==> src/rtl/gpio_irq_detect.sv <==
module gpio_irq_detect #(
  parameter int NUM_PINS = 80,
  parameter int BANK_W   = 32,
  parameter int ADDR_W   = $clog2((NUM_PINS + BANK_W - 1) / BANK_W) + 3
) (
  input  logic                clk,
  input  logic                rst_n,
  input  logic [NUM_PINS-1:0] pin_in,
  input  logic                reg_we,
  input  logic [ADDR_W-1:0]   reg_addr,
  input  logic [BANK_W-1:0]   reg_wdata,
  output logic [BANK_W-1:0]   reg_rdata,
  output logic                irq_out
);
  localparam int BANKS   = (NUM_PINS + BANK_W - 1) / BANK_W;
  localparam int SPAN    = BANKS * BANK_W;
  localparam int BANK_AW = ADDR_W - 3;

  localparam logic [2:0] F_EN   = 3'd0;
  localparam logic [2:0] F_POL  = 3'd1;
  localparam logic [2:0] F_LVL  = 3'd2;
  localparam logic [2:0] F_DUAL = 3'd3;
  localparam logic [2:0] F_FLAG = 3'd4;

  logic [NUM_PINS-1:0] en_q, pol_q, lvl_q, dual_q, flag_q, prev_q, hit;
  logic [2:0]          fld;
  logic [BANK_AW-1:0]  bank_sel;

  assign fld      = reg_addr[2:0];
  assign bank_sel = reg_addr[ADDR_W-1:3];

  for (genvar n = 0; n < NUM_PINS; n++) begin : g_pin
    localparam int B = n / BANK_W;
    localparam int K = n % BANK_W;
    logic here, wbit, rise, fall;
    logic en_r, pol_r, lvl_r, dual_r, flag_r, prev_r;

    assign here = reg_we && (bank_sel == BANK_AW'(B));
    assign wbit = reg_wdata[K];
    assign rise = pin_in[n] & ~prev_r;
    assign fall = ~pin_in[n] & prev_r;
    assign hit[n] = dual_r ? (rise | fall) :
                    lvl_r  ? (pin_in[n] ~^ pol_r) :
                    (pol_r ? rise : fall);

    always_ff @(posedge clk or negedge rst_n) begin
      if (!rst_n) begin
        en_r   <= 1'b0;
        pol_r  <= 1'b0;
        lvl_r  <= 1'b0;
        dual_r <= 1'b0;
        flag_r <= 1'b0;
        prev_r <= 1'b0;
      end else begin
        prev_r <= pin_in[n];
        if (here && fld == F_EN)   en_r   <= wbit;
        if (here && fld == F_POL)  pol_r  <= wbit;
        if (here && fld == F_LVL)  lvl_r  <= wbit;
        if (here && fld == F_DUAL) dual_r <= wbit;
        flag_r <= (flag_r | (hit[n] & en_r)) & ~(here && fld == F_FLAG && wbit);
      end
    end

    assign en_q[n]   = en_r;
    assign pol_q[n]  = pol_r;
    assign lvl_q[n]  = lvl_r;
    assign dual_q[n] = dual_r;
    assign flag_q[n] = flag_r;
    assign prev_q[n] = prev_r;
  end

  assign irq_out = |flag_q;

  logic [SPAN-1:0] en_w, pol_w, lvl_w, dual_w, flag_w;
  assign en_w   = SPAN'(en_q);
  assign pol_w  = SPAN'(pol_q);
  assign lvl_w  = SPAN'(lvl_q);
  assign dual_w = SPAN'(dual_q);
  assign flag_w = SPAN'(flag_q);

  always_comb begin
    reg_rdata = '0;
    if (int'(bank_sel) < BANKS) begin
      case (fld)
        F_EN:    reg_rdata = en_w[int'(bank_sel)*BANK_W +: BANK_W];
        F_POL:   reg_rdata = pol_w[int'(bank_sel)*BANK_W +: BANK_W];
        F_LVL:   reg_rdata = lvl_w[int'(bank_sel)*BANK_W +: BANK_W];
        F_DUAL:  reg_rdata = dual_w[int'(bank_sel)*BANK_W +: BANK_W];
        F_FLAG:  reg_rdata = flag_w[int'(bank_sel)*BANK_W +: BANK_W];
        default: reg_rdata = '0;
      endcase
    end
  end
endmodule

==> config.mk <==
export PLATFORM = sky130hd
export DESIGN_NAME = gpio_irq_detect
export DESIGN_NICKNAME = d
export VERILOG_FILES = /design/src/rtl/gpio_irq_detect.sv
export SDC_FILE = /design/constraint.sdc
export NUM_CORES = 1
export LEC_CHECK = 0
export BUFFER_PORTS_ARGS = -buffer_cell sky130_fd_sc_hd__clkbuf_2
export CORE_MARGIN = 2
export CORE_UTILIZATION = 65
export DETAILED_ROUTE_END_ITERATION = 16
export PLACE_DENSITY = 0.84
export SYNTH_ARGS = -nofsm -noshare
export SYNTH_HDL_FRONTEND = slang
export SYNTH_SLANG_ARGS = --single-unit
==> constraint.sdc <==
create_clock -name clk -period 3 [get_ports clk]
set_input_delay 0.3 -clock clk [delete_from_list [all_inputs] [get_ports clk]]
set_output_delay 0.3 -clock clk [all_outputs]
set_load 0.01 [all_outputs]
---- Word-level counts from Yosys, hierarchy flattened ----
Cells that the tools add are included.
storage, ports and cells
  bits of input ports ..................... 120
  flip-flop bits (word level) ............. 480
  word-level logic and storage cells ...... 1,635
operators by class
  bitwise operators ....................... 800
  muxes and demuxes ....................... 242
  $lt $le $gt $ge ......................... 1
  reduce and logical (&&, ||, !) cells .... 101
  shift operators ......................... 5
  equality and inequality tests ........... 6
operator list
  cell                                                 count
  indexed part select 96 x 8 -> 32 bit                 5
  bitwise AND 1 bit                                    320
  2-to-1 mux 1 bit                                     240
  inverter 1 bit                                       240
  OR 1 bit                                             160
  case mux 32 bit (5 select lines)                     1
  logical AND 1 bit                                    98
  OR reduction 80 bit                                  1
  XNOR 1 bit                                           80
  2-to-1 mux 32 bit                                    1
  equality test 3 x 2 -> 1 bit, second input constant  2
  equality test 3 x 1 -> 1 bit, second input constant  1
  equality test 3 bit, second input constant           1
  zero test 3 bit                                      1
  equality test 2 x 1 -> 1 bit, second input constant  1
  equality test 2 bit, second input constant           1
  zero test 2 bit                                      1
  < comparator 2 bit, second input constant            1

---- Logic depth before layout (Yosys ltp) ----
  word-level depth ........................ 8
  depth in mapped cells ................... 9
  depth with buffers taken out ............ 7

---- Least setup slack after synthesis ----
No wires, ideal clock.
  path kind ............................... input to output
  start ................................... input reg_addr[4]
  end ..................................... output reg_rdata[27]
  path slack .............................. 1,036 ps
  stages on the path ...................... 8
  arrival time ............................ 1,664 ps
  path through ............................ buf_2 > nor2b_1 > buf_2 > buf_4 > nand2_1 > a21oi_1 > o21ai_1 > a221oi_1
between the ends
  longest elaborated chain between the ends .. 3
  elaborated cells on any way between the ends .. 8
  classes of those cells .................. 1 x order compare; 5 x shift; 2 x mux
RTL lines
  element                                                         RTL line  RTL
  from (decl)                                                     10        input logic [ADDR_W-1:0] reg_addr,
  indexed part select 96 x 8 -> 32 bit, on equally long branches  --
  case mux 32 bit (5 select lines)                                84        case (fld)
  2-to-1 mux 32 bit *                                             83        if (int'(bank_sel) < BANKS) begin
  to (decl)                                                       12        output logic [BANK_W-1:0] reg_rdata,
Mark *: on every way between the ends. The rest lies on a longest branch, timed or not.

---- Final worst setup path ----
  start ................................... register g_pin[39].flag_r
  end ..................................... output irq_out
between the ends
  longest elaborated chain between the ends .. 1
RTL lines
  element                 RTL line  RTL
  from (decl)             36        logic en_r, pol_r, lvl_r, dual_r, flag_r, prev_r;
  from (signal assigned)  60        flag_r <= (flag_r | (hit[n] & en_r)) & ~(here && fld == F_FLAG && wbit);
  OR reduction 80 bit     72        assign irq_out = |flag_q;
  to (decl)               13        output logic irq_out
No other way between the ends.

==> flow_summary.toml <==
[timing]
fmax_ghz = 0.348
worst_slack_ns = 0.123
whs_ns = 0.0116
slew_violations = 0
tightest_slew_ns = 0.768
final-hold-violation-count = 0
setup_tns_ns = 0
timing.slew.headroom_pct = 48.8
layout_min_cycle_time_ns = 2.88
grt_setup_unrepaired = "false"
finalSetupViolCount = 0
clock_skew_ns = 0.0274
period_share_pct = 95.9

[yosys]
syn-cell-area_um2 = 27100
synth_cells = 2390
ys_warn_count = 0
avgSynthCellArea_um2 = 11.3
async_reset_ff_share_pct = 100
synth-edff-count = 0
synth-seq-cells = 480
ys_seq_area_share_pct = 44.4
synthesis.nets = 2670
yosysUniqueCellTypes = 61
synthFlopType = "dfrtp_1"

[critical_path]
startpoint_type = "flop"
critical_path_class = "flop to primary output"
crit_path_end_kind = "primary output"
crit_fanout = 3
r2r-end = "g_pin[31].flag_r"
slowest_delay_ns = 0.48
reg2reg_from = "g_pin[31].prev_r"
crit_slowest_cell = "nor4_1"
critPathRequiredTime_ns = 2.70
crit_chain = "nor4_1 > nand4_1 > nor3_1 > nand2_1 > clkbuf_2"
r2r_cells = 6
crit_arrival_ns = 2.58
r2r_slack_ns = 1.43

[floorplan]
dieHeight_um = 208
core_area_um2 = 41000
io_pins = 153
die_x_um = 208
initial_core_util_pct = 66.0
die_area_um2 = 43300
rows = 74

[place]
place_inst = 3022
pre_cts_slack_ns = 0.402
placed_area_um2 = 28800
globalplace.congestion = 0.910
dp_hpwl_um = 52400
portBuffers = 152

[finish]
nNetsFinal = 2911
final_cells = 3204
drive_gt1_share_pct = 27.4
postLayoutCellArea_um2 = 31300
nFillCells = 2541
area_growth_pct = 15.5
utilization_pct = 76.3

[global_routing]
grt-ovfl-total = 0
antenna_found_initial = 3
grt_use_total_pct = 37.2
grt_pass1_vias = 22502
grt_max_degree = 88
grt_pass1_wl_um = 125000

[drt]
dr.pass1.iters = 8
num_vias = 21055
drc_errors = 0
wl_per_cell_um = 24.9
vias_per_cell = 6.57
routed_wl_um = 79900
postRouteAntennaNets = 0
dr.first_iter.drc_count = 2151

[min_path]
worstHoldEndpoint = "g_pin[61].flag_r"
min_path_cells = 2
hold_class = "primary input to flop"
hold_start = "reg_wdata[29]"

[cts]
cts_tree = "built"
clockBufferDepth = 3
cts.sinks = 480
htree_levels = 2
clock_latency_ns = 0.62
cts-root-buf = "clkbuf_16"
path_clk_slew_ns = 0.06
cts_buffers = 50

[flow_run]
maxCapViolCount = 0

[pwr]
p_per_area_nw_per_um2 = 618
vdd_drop_max_mv = 0.547
p_leak_nw = 14.7
total_power_mw = 19.3

[status]
status = "finished, final reports clean"
[layer usage]
metal / wire length, um / GRT usage (%) / vias to the layer above
met4: 4830 / 21.7 / 0
met3: 8390 / 9.68 / 354
met5: 0 / 0 / -
met1: 29100 / 45.5 / 10419
li1: - / - / 9025
met2: 37600 / 59.8 / 1257
[critical path: cells and delay by family (launching register included)]
kind	cells	cell delay [ns]
buf+inv	1	0.17
flops	1	0.39
simple gates	4	1.40
[logic make-up (layout without fill, tap and decap cells)]
logic type | after synthesis | after routing | share of synthesized area, %
adder cells (fa/ha/maj) | 160 | 160 | 7.39
other | 0 | 5 | 0
flip-flops | 480 | 480 | 44.4
multiplexers | 612 | 612 | 24.7
AO/OA/AOI/OAI | 481 | 481 | 11.1
AND/OR/NAND/NOR | 251 | 251 | 4.60
XOR/XNOR | 78 | 78 | 2.52
buffers and inverters | 328 | 605 | 5.34
[report_power, final]
group	switching [mW]	internal [mW]	total [mW]
Sequential	1.38	7.73	9.10
Clock	2.66	3.61	6.27
Combinational	1.88	2.09	3.98
[final cells by class]
cell class | instances | area (um2) | area share, %
repair buffers | 337 | 2630 | 8.39
inverters | 180 | 676 | 2.16
clock buffers | 76 | 1460 | 4.67
well taps | 532 | 666 | 2.13
diodes | 5 | 12.5 | 0.0400
flip-flops and latches | 480 | 12000 | 38.4
clock inverters | 12 | 161 | 0.516
multi-input cells | 1582 | 13700 | 43.7
[cell usage in the layout, fill, tap and decap left out, types with 25 or more instances in the layout]
master         Yosys  layout
dfrtp_1          480     480
mux2_2           380     380
mux2i_1          209     209
a21oi_1          193     193
inv_1            178     178
ha_1             160     160
clkbuf_2           0     148
nand2_1           93      93
dlygate4sd3_1      0      89
buf_4             21      79
o21ai_0           77      77
xnor2_1           62      62
nor2_1            53      52
clkbuf_16          0      51
a221oi_1          42      42
a22oi_1           38      38
a211oi_1          29      29
o211ai_1          25      25
[sequential cells by signal (all words and copies together) (netlist names)]
signal / cells
g_pin.dual_r: 80
g_pin.en_r: 80
g_pin.flag_r: 80
g_pin.lvl_r: 80
g_pin.pol_r: 80
g_pin.prev_r: 80
[repair_timing]
action / 4_1_cts / 5_1_grt
resized for setup: 0 / 1
hold endpoints to repair: 149 / 0
hold buffers: 89 / 0
setup endpoints to repair: 0 / 1
setup buffers: 0 / 0
[synthesized netlist by cell type, drive strengths merged, types with 38 or more instances]
master    n  area, um2
a21oi   193        966
a221oi   42        368
a22oi    38        285
buf     112        634
dfrtp   480      12000
ha      160       2000
inv     179        672
mux2    397       4470
mux2i   209       2090
nand2    93        349
nor2     59        236
o21ai    84        420
xnor2    62        543
[how the worst max path moves through the flow]
| stage | from | end | slack (ns) |
|---|---|---|---|
| 6_report | g_pin[39].flag_r | irq_out | 0.12 |
| 3_3_place_gp | reg_addr[2] | reg_rdata[16] | 0.42 |
| 5_1_grt | g_pin[39].flag_r | irq_out | 0.09 |
| 4_1_cts | g_pin[5].flag_r | irq_out | 0.13 |
| 3_5_place_dp | reg_addr[0] | reg_rdata[2] | 0.40 |
| 2_1_floorplan | reg_addr[4] | reg_rdata[27] | 1.04 |
No activity file was read; power rests on OpenSTA's default activity.
